$ cat src/rtl/pixel_pwm_pkg.sv
package pixel_pwm_pkg;
  typedef enum logic [1:0] {
    PLACE_LEFT   = 2'b00,
    PLACE_RIGHT  = 2'b01,
    PLACE_CENTER = 2'b10,
    PLACE_CALT   = 2'b11
  } place_e;
endpackage

$ cat src/rtl/pixel_pwm_tick.sv
module pixel_pwm_tick #(
  parameter int unsigned CNT_W = 8
) (
  input  logic             clk_i,
  input  logic             rst_ni,
  input  logic             run_i,
  input  logic             dot_i,
  output logic [CNT_W-1:0] cnt_o,
  output logic [CNT_W-1:0] cnt_nxt_o
);
  logic [CNT_W-1:0] cnt_q;

  always_comb begin
    if (!run_i)     cnt_nxt_o = cnt_q;
    else if (dot_i) cnt_nxt_o = '0;
    else            cnt_nxt_o = cnt_q + 1'b1;
  end

  always_ff @(posedge clk_i or negedge rst_ni) begin
    if (!rst_ni) cnt_q <= '0;
    else         cnt_q <= cnt_nxt_o;
  end

  assign cnt_o = cnt_q;
endmodule

$ cat src/rtl/pixel_pwm_pipe.sv
module pixel_pwm_pipe
  import pixel_pwm_pkg::*;
#(
  parameter int unsigned CODE_W = 8,
  parameter int unsigned STAGES = 2
) (
  input  logic              clk_i,
  input  logic              rst_ni,
  input  logic              adv_i,
  input  logic [CODE_W-1:0] code_i,
  input  place_e            mode_i,
  output logic [CODE_W-1:0] code_o,
  output logic [CODE_W-1:0] code_nxt_o,
  output logic [CODE_W-1:0] code_feed_o,
  output place_e            mode_o,
  output place_e            mode_nxt_o
);
  localparam int unsigned LAST = STAGES - 1;

  logic [CODE_W-1:0] code_q [STAGES];
  place_e            mode_q [STAGES];
  place_e            mode_feed;

  always_ff @(posedge clk_i or negedge rst_ni) begin
    if (!rst_ni) begin
      for (int i = 0; i < STAGES; i++) begin
        code_q[i] <= '0;
        mode_q[i] <= PLACE_LEFT;
      end
    end else if (adv_i) begin
      code_q[0] <= code_i;
      mode_q[0] <= mode_i;
      for (int i = 1; i < STAGES; i++) begin
        code_q[i] <= code_q[i-1];
        mode_q[i] <= mode_q[i-1];
      end
    end
  end

  // value entering the last stage on an advance
  generate
    if (STAGES == 1) begin : g_single
      assign code_feed_o = code_i;
      assign mode_feed   = mode_i;
    end else begin : g_multi
      assign code_feed_o = code_q[LAST-1];
      assign mode_feed   = mode_q[LAST-1];
    end
  endgenerate

  assign code_o     = code_q[LAST];
  assign mode_o     = mode_q[LAST];
  assign code_nxt_o = adv_i ? code_feed_o : code_q[LAST];
  assign mode_nxt_o = adv_i ? mode_feed   : mode_q[LAST];
endmodule

$ cat src/rtl/pixel_pwm_shape.sv
module pixel_pwm_shape
  import pixel_pwm_pkg::*;
#(
  parameter int unsigned CODE_W = 8
) (
  input  logic [CODE_W-1:0] tick_i,
  input  logic [CODE_W-1:0] code_i,
  input  place_e            mode_i,
  output logic              hi_o
);
  localparam int unsigned EW = CODE_W + 2;
  localparam logic [EW-1:0] TICKS = EW'(1) << CODE_W;

  logic [EW-1:0] width, tick, start, stop;

  always_comb begin
    width = (&code_i) ? TICKS : {2'b00, code_i};
    tick  = {2'b00, tick_i};
    start = (TICKS - width) >> 1;
    stop  = start + width;
    unique case (mode_i)
      PLACE_LEFT:  hi_o = tick < width;
      PLACE_RIGHT: hi_o = (tick + width) >= TICKS;
      default:     hi_o = (tick >= start) && (tick < stop);
    endcase
  end
endmodule

$ cat src/rtl/pixel_pwm.sv
module pixel_pwm
  import pixel_pwm_pkg::*;
#(
  parameter int unsigned CODE_W = 8,
  parameter int unsigned STAGES = 2
) (
  input  logic              clk_i,
  input  logic              rst_ni,
  input  logic              dot_i,
  input  logic [CODE_W-1:0] code_i,
  input  logic [1:0]        mode_i,
  input  logic              retrace_i,
  input  logic              pwr_run_i,
  output logic              pwm_o
);
  logic [CODE_W-1:0] tick_q, tick_nxt;
  logic [CODE_W-1:0] code_cur, code_nxt, code_feed;
  place_e            mode_cur, mode_nxt;
  logic              adv, hi, pwm_d;

  assign adv = pwr_run_i & dot_i;

  pixel_pwm_tick #(.CNT_W(CODE_W)) u_tick (
    .clk_i     (clk_i),
    .rst_ni    (rst_ni),
    .run_i     (pwr_run_i),
    .dot_i     (dot_i),
    .cnt_o     (tick_q),
    .cnt_nxt_o (tick_nxt)
  );

  pixel_pwm_pipe #(.CODE_W(CODE_W), .STAGES(STAGES)) u_pipe (
    .clk_i       (clk_i),
    .rst_ni      (rst_ni),
    .adv_i       (adv),
    .code_i      (code_i),
    .mode_i      (place_e'(mode_i)),
    .code_o      (code_cur),
    .code_nxt_o  (code_nxt),
    .code_feed_o (code_feed),
    .mode_o      (mode_cur),
    .mode_nxt_o  (mode_nxt)
  );

  // shape from next-state so the register lines up with the tick count
  pixel_pwm_shape #(.CODE_W(CODE_W)) u_shape (
    .tick_i (tick_nxt),
    .code_i (code_nxt),
    .mode_i (mode_nxt),
    .hi_o   (hi)
  );

  always_comb begin
    if (!pwr_run_i)     pwm_d = 1'b0;
    else if (retrace_i) pwm_d = 1'b1;
    else                pwm_d = hi;
  end

  always_ff @(posedge clk_i or negedge rst_ni) begin
    if (!rst_ni) pwm_o <= 1'b0;
    else         pwm_o <= pwm_d;
  end
endmodule

$ cat config.mk
export PLATFORM = sky130hd
export DESIGN_NAME = pixel_pwm
export DESIGN_NICKNAME = d
export VERILOG_FILES = /design/src/rtl/pixel_pwm_pkg.sv /design/src/rtl/pixel_pwm_tick.sv /design/src/rtl/pixel_pwm_pipe.sv /design/src/rtl/pixel_pwm_shape.sv /design/src/rtl/pixel_pwm.sv
export SDC_FILE = /design/constraint.sdc
export NUM_CORES = 1
export LEC_CHECK = 0
export CAP_MARGIN = 20
export CORE_MARGIN = 5
export CORE_UTILIZATION = 30
export CTS_BUF_LIST = sky130_fd_sc_hd__clkbuf_8
export DETAILED_ROUTE_END_ITERATION = 10
export GPL_TIMING_DRIVEN = 0
export PLACE_DENSITY = 0.54
export SKIP_CTS_REPAIR_TIMING = 1
export SYNTH_ARGS = -nofsm -noshare
export SYNTH_HDL_FRONTEND = slang
export SYNTH_HIERARCHICAL = 1
export SYNTH_SLANG_ARGS = --single-unit
$ cat constraint.sdc
create_clock -name clk_i -period 6.75 [get_ports clk_i]
set_clock_uncertainty 0.2 [all_clocks]
set_input_delay 1.35 -clock clk_i [delete_from_list [all_inputs] [get_ports clk_i]]
set_output_delay 1.35 -clock clk_i [all_outputs]
set_load 0.02 [all_outputs]
==> key figures <==
CTS
  – H-tree Lvls: 2
  – CTS Sinks: 29
  – Clock buffer depth: 2
  – Clock latency on the worst-skew pair: 280 ps
  – Number of buffers created by CTS: 5
  – Root buffer cell: clkbuf_8
  – Clock transition at path regs: roughly 70 ps
  – CTS tree: yes

Routing
  – Routed WL per cell: ~14 um
  – Via Count: 2,215
  – # DRC: 0
  – Vias/cell: 5.09
  – First-pass DRT Iterations: 4
  – WL final: between 6 and 7 mm
  – Final ANT Viol Nets: 0
  – 1st-iter DRT viols: 85

Placement
  – Cell Area, Placed: 0.00307 mm^2
  – Pre-CTS setup slack: -1060 ps
  – Global placer's final weighted congestion: 0.853
  – I/O Buffers: 15
  – Dpl hpwl: 4.87 mm

Floorplan
  – CORE AREA: 0.00911 mm^2
  – Full die area: 0.0112 mm^2
  – I/O pin cnt: 16
  – Std-Cell Rows: 35
  – Die Width: between 100 and 150 um
  – Initial Util: 0.303
  – Die height: 106 um

STA
  – Final slew viol count: 0
  – Max_slew headroom: 0.431
  – Max Fclk: 156 MHz
  – Final WS setup: 345 ps
  – Final period util: 0.949
  – Final min period: 6400 ps
  – Final setup fails: 0
  – Tightest Pin Transition: 847 ps
  – Final Hold Viols: 0
  – Hold slack final: roughly 300 ps

Worst setup path
  – CP max-delay cell: or4b_1
  – Crit. path cell count: 26
  – Capture point of the worst path: pwm_o
  – Worst Setup Start Kind: input port
  – Critical Path Max Stage Delay: 460 ps
  – CP delay by family, top: simple AND/OR/NAND/NOR gates
  – Crit Path Class: input port to register
  – Worst setup EP type: register
  – R2r setup slk: 1620 ps
  – CP Data Arrival Time: 6380 ps
  – Reg2reg end: pwm_o
  – CP Data Required Time: 6730 ps
  – Worst r2r src: u_pipe/code_feed_o[3]
  – WP buf/inv: 6
  – Worst Setup SP: pwr_run_i
  – Max FO, Critical Path: 10
  – Reg2Reg Depth: 23

GRT
  – First-pass GRT wire length: 10.5 mm
  – Vias in the first global route: around 2,200
  – Largest net degree at the start of global routing: 20
  – Gr busiest metal: met2
  – Final global-route overflow total: 0
  – M1 GR Usage: 0.159
  – Global Route met3 Usage: 0.0243
  – Initial antenna violation count: 0
  – Met2 usage: 0.181
  – Gr usage total: 0.115

Synth
  – Syn nets: about 350
  – Synthesized area: around 0.0028 mm^2
  – Dominant synthesized flop cell: dfrtp_1
  – Post-synth EDFFs: 0
  – Top post-synthesis cells by area: dfrtp_1 26%, ha_1 18%, mux2_4 11%
  – Synth async-reset ratio: 1.00
  – Distinct cells, synth: 50
  – YS warnings: 6
  – Synth area leader: dfrtp_1
  – Register area share after synthesis: 0.263
  – FF+latch count, synth: 29
  – Cell count after synthesis: 300
  – Yosys top cell area share: 0.263
  – Avg Cell Area, Syn: 9.21 um^2

Min path
  – Hold Path Class: register to register
  – Worst hold start: u_pipe/code_o[3]

Power and ir drop
  – Logic gate share of total power: 0.584
  – Power Density: 264 mW/mm^2
  – Net Switching: about 350 uW
  – Cell Int Power: 496 uW
  – Pleak: about 0.0015 uW
  – Seq pwr share: 0.260
  – Maximum vdd drop: 0.0966 mV
  – Clock network power share: 0.155
  – Switching share of power: 0.412
  – Total power: 843 uW

Layout
  – Layout Nets: 377
  – Diodes inserted: 0
  – Util after Layout: 0.350
  – Most frequent cells in the layout: 38 x ha_1, 29 x dfrtp_1, 25 x nand2_1, 23 x inv_1, 20 x mux2_4
  – Commonest non-fill, non-tap cell in the layout: ha_1
  – Share of cells above drive strength 1: 0.145
  – Finished Cell Area: ~0.0032 mm^2
  – Layout area overhead: 15.4%

Run status
  – Status: complete, no violations

Job
  – Max-Cap Viols: 0
-- per-stage QoR --
stage	cells	setup TNS (ps)
floorplan	300	0
global placement	426	-1040
detailed placement	427	-1060
CTS	435	-796
global route	435	-7.58
finish	435	0
-- worst register-to-register path, stage by stage (launching register included) --
cell and delay [ps]:
dfrtp_1 380, mux2_4 260, buf_2 160, clkbuf_4 190, and3_1 160, nand4_1 200, buf_6 180, nand2_2 100
ha_2 230, buf_6 130, or4b_1 460, a211o_1 320, a32o_1 290, a2111oi_4 370, a211oi_1 90, xor2_1 160
ha_1 300, nand2_1 70, nand4_1 80, and4b_1 190, nand3_1 80, a21oi_1 160, a211oi_2 100, o21a_1 170
-- power by group through the flow --
stage	combinational, uW	clock [uW]	sequential, uW
detailed placement	482	0	223
global placement	471	0	222
floorplan	374	0	220
finish	493	131	219
CTS	485	137	220
global route	560	144	223
-- routing by layer --
| metal | wire length (um) | vias up |
|---|---|---|
| li1 | - | 1118 |
| met1 | 3080 | 1067 |
| met2 | 2890 | 26 |
| met3 | 188 | 4 |
| met4 | 45 | 0 |
| met5 | 0 | - |
-- flip-flops by register name (all words and copies together), names as in the netlist --
register and count:
u_pipe/code_feed_o 8, u_pipe/code_o 8, u_tick/cnt_o 8, u_pipe/mode_feed 2, u_pipe/mode_o 2, pwm_o 1
-- kinds of logic (layout without fill, tap and decap cells) --
| family | count (synthesis) | in the layout | synth area share |
|---|---|---|---|
| adders and majority gates | 39 | 39 | 0.177 |
| AOI/OAI and AO/OA | 69 | 69 | 0.167 |
| DFF | 29 | 29 | 0.263 |
| buffers and inverters | 35 | 59 | 0.0562 |
| muxes | 23 | 23 | 0.120 |
| and+or+nand+nor | 92 | 92 | 0.177 |
| xor gates and xnor gates | 13 | 13 | 0.0412 |
-- layout make-up --
type | count | area, um^2
Clock buffer | 5 | 68.8
Sequential cell | 29 | 726
Multi-Input combinational cell | 236 | 1910
Fill cell | 940 | 5920
Inverter | 22 | 82.6
Buffer | 12 | 86.3
Tap cell | 111 | 139
Clock inverter | 3 | 11.3
Timing Repair Buffer | 17 | 168
-- synthesized netlist by cell type (2+ instances only) --
| cell type | number |
|---|---|
| nor2_1 | 10 |
| a31oi_1 | 4 |
| a21oi_1 | 11 |
| a21o_1 | 7 |
| inv_2 | 2 |
| and3_1 | 3 |
| dfrtp_1 | 29 |
| nand3_1 | 11 |
| inv_1 | 20 |
| clkbuf_1 | 9 |
| nand4_1 | 5 |
| o31ai_1 | 2 |
| o21ai_0 | 17 |
| xor2_1 | 6 |
| or4_1 | 3 |
| o211ai_1 | 2 |
| mux2i_1 | 2 |
| buf_6 | 3 |
| and2_1 | 6 |
| ha_1 | 39 |
| nor3_1 | 5 |
| nand2b_1 | 5 |
| o21bai_1 | 4 |
| nor4_1 | 3 |
| o21a_1 | 4 |
| mux2_4 | 20 |
| a221o_1 | 2 |
| a211o_1 | 2 |
| xnor2_1 | 7 |
| o21ai_1 | 4 |
| nand2_1 | 26 |
| nor2b_1 | 8 |
| a211oi_1 | 2 |
-- worst min path at each step --
stage | endpoint | slack, ps | depth (start not counted)
after global placement | u_pipe/code_o[3] | 280 | 1
final | u_pipe/code_o[3] | 300 | 1
after CTS | u_pipe/code_o[3] | 310 | 1
after global routing | u_pipe/code_o[3] | 320 | 1
after floorplan | u_pipe/code_o[3] | 270 | 1
after detailed placement | u_pipe/code_o[4] | 280 | 1
(Power assumes the default switching activity.)
